File: config.mk
export PLATFORM = sky130hd
export DESIGN_NAME = sysbus_wr_seq
export DESIGN_NICKNAME = d
export VERILOG_FILES = /design/src/rtl/sysbus_wr_pkg.sv /design/src/rtl/sysbus_wr_issue_gate.sv /design/src/rtl/sysbus_wr_ctrl.sv /design/src/rtl/sysbus_wr_beat_mux.sv /design/src/rtl/sysbus_wr_lane_par.sv /design/src/rtl/sysbus_wr_seq.sv
export SDC_FILE = /design/constraint.sdc
export NUM_CORES = 1
export LEC_CHECK = 0
export BUFFER_PORTS_ARGS = -buffer_cell sky130_fd_sc_hd__buf_2
export CAP_MARGIN = 20
export CORE_AREA = 2 2 175 263
export CTS_BUF_LIST = sky130_fd_sc_hd__clkbuf_4 sky130_fd_sc_hd__clkbuf_8 sky130_fd_sc_hd__clkbuf_16
export DETAILED_ROUTE_END_ITERATION = 7
export DIE_AREA = 0 0 177 265
export MAX_ROUTING_LAYER = met4
export PLACE_DENSITY_LB_ADDON = 0.1
export RECOVER_POWER = 50
export REMOVE_ABC_BUFFERS = 1
export SYNTH_ARGS = -nofsm -noshare
export SYNTH_HDL_FRONTEND = slang
export SYNTH_HIERARCHICAL = 1
export SYNTH_SLANG_ARGS = --single-unit
File: constraint.sdc
create_clock -name clk -period 9.7 [get_ports clk]
set_input_delay 0.485 -clock clk [delete_from_list [all_inputs] [get_ports clk]]
set_output_delay 0.485 -clock clk [all_outputs]
set_load 0.05 [all_outputs]
File: src/rtl/sysbus_wr_pkg.sv
package sysbus_wr_pkg;

  // Sequencer phase; the encoding is what the bus currently shows.
  typedef enum logic [1:0] {
    ST_IDLE = 2'd0,
    ST_ADDR = 2'd1,
    ST_GAP  = 2'd2,
    ST_DATA = 2'd3
  } seq_state_e;

endpackage

File: src/rtl/sysbus_wr_issue_gate.sv
// Start permission: wr_ready, or one stored pipelined credit.
module sysbus_wr_issue_gate (
  input  logic clk,
  input  logic rst_n,
  input  logic wr_ready,
  input  logic pipe_en,
  input  logic slot_free,
  input  logic accept,
  output logic grant
);

  logic spare_q;
  logic spare_d;

  always_comb begin
    spare_d = spare_q;
    if (wr_ready) begin
      spare_d = pipe_en;
    end else if (accept) begin
      spare_d = 1'b0;
    end
  end

  always_ff @(posedge clk or negedge rst_n) begin
    if (!rst_n) begin
      spare_q <= 1'b0;
    end else begin
      spare_q <= spare_d;
    end
  end

  assign grant = slot_free && (wr_ready || spare_q);

endmodule

File: src/rtl/sysbus_wr_ctrl.sv
// Phase sequencing, gap counting, beat counting and request latching.
module sysbus_wr_ctrl
  import sysbus_wr_pkg::*;
#(
  parameter int ADDR_W    = 32,
  parameter int BUS_W     = 64,
  parameter int BLK_BYTES = 32,
  parameter int GAP_W     = 3,
  localparam int LANES    = BUS_W / 8,
  localparam int SIZE_W   = $clog2(LANES) + 1,
  localparam int HALF_W   = BUS_W / 2,
  localparam int BLK_BITS = BLK_BYTES * 8,
  localparam int BEATS_W  = BLK_BITS / BUS_W,
  localparam int BEATS_N  = BLK_BITS / HALF_W,
  localparam int BEAT_W   = $clog2(BEATS_N)
) (
  input  logic                clk,
  input  logic                rst_n,
  input  logic                accept,
  input  logic                req_block,
  input  logic [SIZE_W-1:0]   req_size,
  input  logic [ADDR_W-1:0]   req_addr,
  input  logic [BLK_BITS-1:0] req_data,
  input  logic                mode32,
  input  logic [GAP_W-1:0]    gap_cfg,
  output seq_state_e          state,
  output logic [BEAT_W-1:0]   beat,
  output logic                second,
  output logic                lat_block,
  output logic                lat_m32,
  output logic [SIZE_W-1:0]   lat_size,
  output logic [ADDR_W-1:0]   lat_addr,
  output logic [BLK_BITS-1:0] lat_data,
  output logic                last_beat,
  output logic                slot_free
);

  seq_state_e          st_q, st_d;
  logic [BEAT_W-1:0]   beat_q, beat_d;
  logic [GAP_W-1:0]    gap_q, gap_d;
  logic                second_q, second_d;
  logic                load;

  logic                blk_q, m32_q;
  logic [SIZE_W-1:0]   size_q;
  logic [ADDR_W-1:0]   addr_q;
  logic [BLK_BITS-1:0] data_q;
  logic [GAP_W-1:0]    gcfg_q;

  logic [BEAT_W-1:0]   last_idx;
  logic                split_pend;

  always_comb begin
    if (!blk_q) begin
      last_idx = '0;
    end else if (m32_q) begin
      last_idx = BEAT_W'(BEATS_N - 1);
    end else begin
      last_idx = BEAT_W'(BEATS_W - 1);
    end
  end

  assign split_pend = !blk_q && m32_q && (size_q > SIZE_W'(LANES / 2)) && !second_q;
  assign last_beat  = (st_q == ST_DATA) && (beat_q == last_idx);
  assign slot_free  = (st_q == ST_IDLE) || (last_beat && !split_pend);

  // Next-state process
  always_comb begin
    st_d     = st_q;
    beat_d   = beat_q;
    gap_d    = gap_q;
    second_d = second_q;
    load     = 1'b0;
    unique case (st_q)
      ST_IDLE: begin
        if (accept) begin
          st_d = ST_ADDR;
          load = 1'b1;
        end
      end
      ST_ADDR: begin
        beat_d = '0;
        if (gcfg_q == '0) begin
          st_d = ST_DATA;
        end else begin
          st_d  = ST_GAP;
          gap_d = gcfg_q - GAP_W'(1);
        end
      end
      ST_GAP: begin
        if (gap_q == '0) begin
          st_d = ST_DATA;
        end else begin
          gap_d = gap_q - GAP_W'(1);
        end
      end
      ST_DATA: begin
        if (!last_beat) begin
          beat_d = beat_q + BEAT_W'(1);
        end else if (split_pend) begin
          st_d     = ST_ADDR;
          second_d = 1'b1;
        end else if (accept) begin
          st_d = ST_ADDR;
          load = 1'b1;
        end else begin
          st_d = ST_IDLE;
        end
      end
      default: st_d = ST_IDLE;
    endcase
    if (load) begin
      second_d = 1'b0;
    end
  end

  // Control registers
  always_ff @(posedge clk or negedge rst_n) begin
    if (!rst_n) begin
      st_q     <= ST_IDLE;
      beat_q   <= '0;
      gap_q    <= '0;
      second_q <= 1'b0;
    end else begin
      st_q     <= st_d;
      beat_q   <= beat_d;
      gap_q    <= gap_d;
      second_q <= second_d;
    end
  end

  // Request capture, enabled by load
  always_ff @(posedge clk or negedge rst_n) begin
    if (!rst_n) begin
      blk_q  <= 1'b0;
      m32_q  <= 1'b0;
      size_q <= '0;
      addr_q <= '0;
      data_q <= '0;
      gcfg_q <= '0;
    end else if (load) begin
      blk_q  <= req_block;
      m32_q  <= mode32;
      size_q <= req_size;
      addr_q <= req_addr;
      data_q <= req_data;
      gcfg_q <= gap_cfg;
    end
  end

  assign state     = st_q;
  assign beat      = beat_q;
  assign second    = second_q;
  assign lat_block = blk_q;
  assign lat_m32   = m32_q;
  assign lat_size  = size_q;
  assign lat_addr  = addr_q;
  assign lat_data  = data_q;

endmodule

File: src/rtl/sysbus_wr_beat_mux.sv
// Selects what the bus carries in the current phase.
module sysbus_wr_beat_mux
  import sysbus_wr_pkg::*;
#(
  parameter int ADDR_W    = 32,
  parameter int BUS_W     = 64,
  parameter int BLK_BYTES = 32,
  localparam int LANES    = BUS_W / 8,
  localparam int SIZE_W   = $clog2(LANES) + 1,
  localparam int HALF_W   = BUS_W / 2,
  localparam int BLK_BITS = BLK_BYTES * 8,
  localparam int BEAT_W   = $clog2(BLK_BITS / HALF_W)
) (
  input  seq_state_e          state,
  input  logic [BEAT_W-1:0]   beat,
  input  logic                second,
  input  logic                lat_block,
  input  logic                lat_m32,
  input  logic [SIZE_W-1:0]   lat_size,
  input  logic [ADDR_W-1:0]   lat_addr,
  input  logic [BLK_BITS-1:0] lat_data,
  output logic [BUS_W-1:0]    ad,
  output logic [SIZE_W-1:0]   cmd,
  output logic [LANES-1:0]    lane_en,
  output logic                valid,
  output logic                addr_phase
);

  logic [SIZE_W-2:0] bytes_m1;
  logic [BEAT_W-1:0] half_idx;
  logic              oversize;

  assign oversize = lat_m32 && (lat_size > SIZE_W'(LANES / 2));
  assign half_idx = lat_block ? beat : BEAT_W'(second);

  always_comb begin
    if (lat_block) begin
      bytes_m1 = '0;
    end else if (oversize && !second) begin
      bytes_m1 = (SIZE_W-1)'(LANES / 2 - 1);
    end else if (oversize) begin
      bytes_m1 = (SIZE_W-1)'(lat_size - SIZE_W'(LANES / 2 + 1));
    end else begin
      bytes_m1 = (SIZE_W-1)'(lat_size - SIZE_W'(1));
    end
  end

  always_comb begin
    ad      = '0;
    cmd     = '0;
    lane_en = lat_m32 ? {{(LANES/2){1'b0}}, {(LANES/2){1'b1}}} : {LANES{1'b1}};
    unique case (state)
      ST_ADDR: begin
        ad  = BUS_W'(lat_addr + (second ? ADDR_W'(HALF_W / 8) : ADDR_W'(0)));
        cmd = {lat_block, bytes_m1};
      end
      ST_DATA: begin
        if (lat_m32) begin
          ad = BUS_W'(lat_data[half_idx*HALF_W +: HALF_W]);
        end else begin
          ad = lat_data[beat*BUS_W +: BUS_W];
        end
      end
      default: ;
    endcase
  end

  assign valid      = (state == ST_ADDR) || (state == ST_DATA);
  assign addr_phase = (state == ST_ADDR);

endmodule

File: src/rtl/sysbus_wr_lane_par.sv
// Even parity per enabled byte lane.
module sysbus_wr_lane_par #(
  parameter int BUS_W  = 64,
  localparam int LANES = BUS_W / 8
) (
  input  logic [BUS_W-1:0] ad,
  input  logic [LANES-1:0] lane_en,
  output logic [LANES-1:0] chk
);

  for (genvar g = 0; g < LANES; g++) begin : g_lane
    assign chk[g] = lane_en[g] & (^ad[8*g +: 8]);
  end

endmodule

File: src/rtl/sysbus_wr_seq.sv
module sysbus_wr_seq
  import sysbus_wr_pkg::*;
#(
  parameter int ADDR_W    = 32,
  parameter int BUS_W     = 64,
  parameter int BLK_BYTES = 32,
  parameter int GAP_W     = 3,
  localparam int LANES    = BUS_W / 8,
  localparam int SIZE_W   = $clog2(LANES) + 1,
  localparam int BLK_BITS = BLK_BYTES * 8,
  localparam int BEAT_W   = $clog2(BLK_BITS / (BUS_W / 2))
) (
  input  logic                clk,
  input  logic                rst_n,
  input  logic                mode32,
  input  logic [GAP_W-1:0]    gap_cfg,
  input  logic                pipe_en,
  input  logic                wr_ready,
  input  logic                req_valid,
  output logic                req_ready,
  input  logic                req_block,
  input  logic [SIZE_W-1:0]   req_size,
  input  logic [ADDR_W-1:0]   req_addr,
  input  logic [BLK_BITS-1:0] req_data,
  output logic [BUS_W-1:0]    bus_ad,
  output logic [LANES-1:0]    bus_chk,
  output logic [SIZE_W-1:0]   bus_cmd,
  output logic                bus_valid,
  output logic                bus_addr_phase,
  output logic                bus_last
);

  // Reset: asserted asynchronously, released on the clock
  logic rst_meta, rst_core_n;
  always_ff @(posedge clk or negedge rst_n) begin
    if (!rst_n) begin
      rst_meta   <= 1'b0;
      rst_core_n <= 1'b0;
    end else begin
      rst_meta   <= 1'b1;
      rst_core_n <= rst_meta;
    end
  end

  seq_state_e          state;
  logic [BEAT_W-1:0]   beat;
  logic                second, lat_block, lat_m32;
  logic [SIZE_W-1:0]   lat_size;
  logic [ADDR_W-1:0]   lat_addr;
  logic [BLK_BITS-1:0] lat_data;
  logic                last_beat, slot_free, grant, accept;
  logic [LANES-1:0]    lane_en;

  assign accept    = req_valid && grant;
  assign req_ready = grant;

  sysbus_wr_issue_gate u_gate (
    .clk       (clk),
    .rst_n     (rst_core_n),
    .wr_ready  (wr_ready),
    .pipe_en   (pipe_en),
    .slot_free (slot_free),
    .accept    (accept),
    .grant     (grant)
  );

  sysbus_wr_ctrl #(
    .ADDR_W(ADDR_W), .BUS_W(BUS_W), .BLK_BYTES(BLK_BYTES), .GAP_W(GAP_W)
  ) u_ctrl (
    .clk       (clk),
    .rst_n     (rst_core_n),
    .accept    (accept),
    .req_block (req_block),
    .req_size  (req_size),
    .req_addr  (req_addr),
    .req_data  (req_data),
    .mode32    (mode32),
    .gap_cfg   (gap_cfg),
    .state     (state),
    .beat      (beat),
    .second    (second),
    .lat_block (lat_block),
    .lat_m32   (lat_m32),
    .lat_size  (lat_size),
    .lat_addr  (lat_addr),
    .lat_data  (lat_data),
    .last_beat (last_beat),
    .slot_free (slot_free)
  );

  sysbus_wr_beat_mux #(
    .ADDR_W(ADDR_W), .BUS_W(BUS_W), .BLK_BYTES(BLK_BYTES)
  ) u_mux (
    .state      (state),
    .beat       (beat),
    .second     (second),
    .lat_block  (lat_block),
    .lat_m32    (lat_m32),
    .lat_size   (lat_size),
    .lat_addr   (lat_addr),
    .lat_data   (lat_data),
    .ad         (bus_ad),
    .cmd        (bus_cmd),
    .lane_en    (lane_en),
    .valid      (bus_valid),
    .addr_phase (bus_addr_phase)
  );

  sysbus_wr_lane_par #(.BUS_W(BUS_W)) u_par (
    .ad      (bus_ad),
    .lane_en (lane_en),
    .chk     (bus_chk)
  );

  assign bus_last = last_beat;

endmodule

==> flow_summary.json <==
{
  "die_x_um": 177,
  "maxCapViolations": 6,
  "dp_hpwl_um": 38640,
  "fin_skew_ps": 21.79,
  "initial_core_util": 0.3963,
  "p_per_area_mw_per_mm2": 397.6,
  "cp_slowest_stage_delay_ps": 1710,
  "finalCritPeriodShare": 0.6466,
  "drt-vias-per-instance": 5.554,
  "gr-total-overflow": 0,
  "syn_inst": 1378,
  "hold_path.class": "in -> reg",
  "finalWirelength_um": 57220,
  "final.min_clock_period_ps": 6272,
  "synth_edf_count": 0,
  "n_fill_cell": 4181,
  "hold_violations": 0,
  "ctsResizeCount": 0,
  "place_ws_ps": 4518,
  "post_drt_wl_per_cell_um": 24.43,
  "dr.pass1.iters": 7,
  "grt_setup_unrepaired": "false",
  "synth_flop_cell": "dfrtp_1",
  "cts_max_level": 2,
  "syn-cell-area_mm2": 0.01767,
  "fin_ws_ps": 3428,
  "clk_latency_ps": 540,
  "cts_max_path_buffers": 3,
  "clock_sinks": 309,
  "synth_area_leaders": "dfrtp_1 (44%), mux2_2 (18%), mux4_2 (11%)",
  "chipHeight_um": 265,
  "fin_util": 0.4722,
  "antenna_found_initial": 22,
  "cp_max_fo": 51,
  "antenna_left": 0,
  "p_switching_uw": 3730,
  "drive_gt1_frac": 0.4753,
  "yosysSeqAreaShare": 0.4377,
  "drt_iter0_drc": 791,
  "grt_usage": 0.2500,
  "ys.warnings.count": 6,
  "maxSlewHeadroom": -1.592,
  "path_class": "reg -> out",
  "failed_checks": "capacitance limit, slew limit",
  "cts_buffers": 36,
  "design_area_mm2": 0.02105,
  "cp_data_arrival_time_ps": 5790,
  "ctsHoldBuffers": 1,
  "p_leak_uw": 0.009504,
  "finalPower_uw": 8368,
  "slowest_stage": "dfrtp_1",
  "synth_common_cells": "dfrtp_1 (309), mux2_2 (284), mux4_2 (88)",
  "worst_pin_slew_ps": 3887,
  "grt_pass1_wl_um": 85400,
  "clock.fmax_mhz": 159.4,
  "fin_nets": 2026,
  "path_clk_slew_ps": 60,
  "die_area_mm2": 0.04691,
  "cts-root-buf": "clkbuf_16",
  "syn_to_final_growth_pct": 19.14,
  "setup.worst_path.start_class": "register",
  "status": "complete, but fails checks",
  "setup_tns_ps": 0,
  "switching_share": 0.4458,
  "post-cts-setup-buffers": 0,
  "cts_tree": "yes",
  "grt_max_degree": 165,
  "num_io_pins": 382,
  "setup_viol": 0,
  "cpMostUsedCell": "xnor2_1",
  "via_count": 13010,
  "async_reset_ff_frac": 1.000,
  "ys_ff_latch": 309,
  "intPower_uw": 4637,
  "grt_pass1_vias": 14060,
  "placed_cell_area_mm2": 0.01981,
  "yosysTopAreaCell": "dfrtp_1",
  "cp_cell_sequence": "buf_4, nand2_1, buf_4, a211oi_1, a31oi_1, o21ai_0, o22ai_1, xnor2_1, xnor2_1, xnor2_1, and2_1, buf_2",
  "p_seq_frac": 0.300,
  "place.gp.congestion": 0.8433,
  "cp-end-kind": "output pin",
  "port-buffer-count": 381,
  "peakVddDrop_v": 0.0003610,
  "avgSynthCellArea_um2": 12.82,
  "p_comb_frac": 0.533,
  "yosysUniqueCellTypes": 59,
  "required_ps": 9220,
  "rows": 95,
  "coreArea_mm2": 0.04457,
  "pwr-share-clk": 0.167,
  "drc": 0,
  "yosysTopAreaCellShare": 0.4377,
  "yosysMostFrequentCell": "dfrtp_1",
  "slew_violations": 332
}
[registers in the layout, indices dropped and copies added (netlist names)]
signal / flops
rst_core_n: 1
rst_meta: 1
u_ctrl/beat: 3
u_ctrl/gap_q: 3
u_ctrl/gcfg_q: 3
u_ctrl/lat_addr: 32
u_ctrl/lat_block: 1
u_ctrl/lat_data: 256
u_ctrl/lat_m32: 1
u_ctrl/lat_size: 4
u_ctrl/second: 1
u_ctrl/state: 2
u_gate/spare_q: 1
[layout make-up]
type / count / area [um^2] / area share
inverter: 11 / 41.29 / 0.001962
clock buffer: 56 / 1137 / 0.05404
antenna: 22 / 55.05 / 0.002616
timing repair buffer: 403 / 2071 / 0.09839
multi-input combinational: 952 / 9205 / 0.4374
sequential: 309 / 7739 / 0.3677
clock inverter: 7 / 70.07 / 0.003329
tap: 582 / 728.2 / 0.03460
[through the flow]
stage / hold WS, ps / std cells
after floorplan: 189.4 / 1272
after global placement: 270.5 / 2254
after detailed placement: 271.5 / 2255
after CTS: 141.3 / 2319
after global routing: 157.7 / 2342
final: 160.7 / 2342
[power by group through the flow]
stage          Sequential [uW]  Clock, uW  Combinational (uW)
2_1_floorplan             2390          0                3530
3_3_place_gp              2510          0                4410
3_5_place_dp              2540          0                4470
4_1_cts                   2520       1430                4490
5_1_grt                   2610       1480                4750
6_report                  2510       1400                4460
[cell families (layout without fill, tap and decap cells)]
group | count (synthesis) | in the layout | share of synthesized area
AO/OA/AOI/OAI | 189 | 189 | 0.06891
XOR/XNOR | 88 | 88 | 0.04363
adder cells (fa/ha/maj) | 11 | 11 | 0.007791
buffers and inverters | 120 | 477 | 0.04363
flip-flops | 309 | 309 | 0.4377
multiplexers | 432 | 432 | 0.3294
other | 2 | 27 | 0.0004251
AND/OR/NAND/NOR | 227 | 227 | 0.06849
[cell usage in the layout (no fill, tap or decap), drive strengths merged, types with 39 or more instances in the layout]
cell	count
buf	371
dfrtp	309
mux2	305
mux4	88
clkbuf	87
nand2	82
xnor2	59
a21oi	53
and3	48
mux2i	39
[path summary, 6_finish.rpt]
path,from,depth (start not counted),to,slack [ps]
setup / recovery,u_ctrl/beat[1],12,bus_chk[0],3430
min in group asynchronous,rst_n,2,rst_meta,260
max in group asynchronous,rst_core_n,2,u_ctrl/lat_data[123],3670
setup reg to reg,u_ctrl/beat[1],12,u_ctrl/lat_data[218],3660
hold / removal,req_data[1],2,u_ctrl/lat_data[1],160
hold reg to reg,rst_meta,0,rst_core_n,350
[metal layers]
metal  part of all wire  up-vias  track usage  routed length (um)
met5                  0        -            -                   0
met4              0.034        0      0.09962                1944
met3              0.056      101      0.04647                3186
met2               0.52      404       0.4253               29730
met1               0.39     6647       0.2899               22360
li1                   -     5856            -                   -
[critical path: cells and delay by family (launching register included)]
kind	cells	cell delay, ps
AOI/OAI and AO/OA	4	680
DFF	1	1710
buffers and inverters	3	1430
xor gates and xnor gates	3	780
and+or+nand+nor	2	590
(Power assumes the default switching activity.)
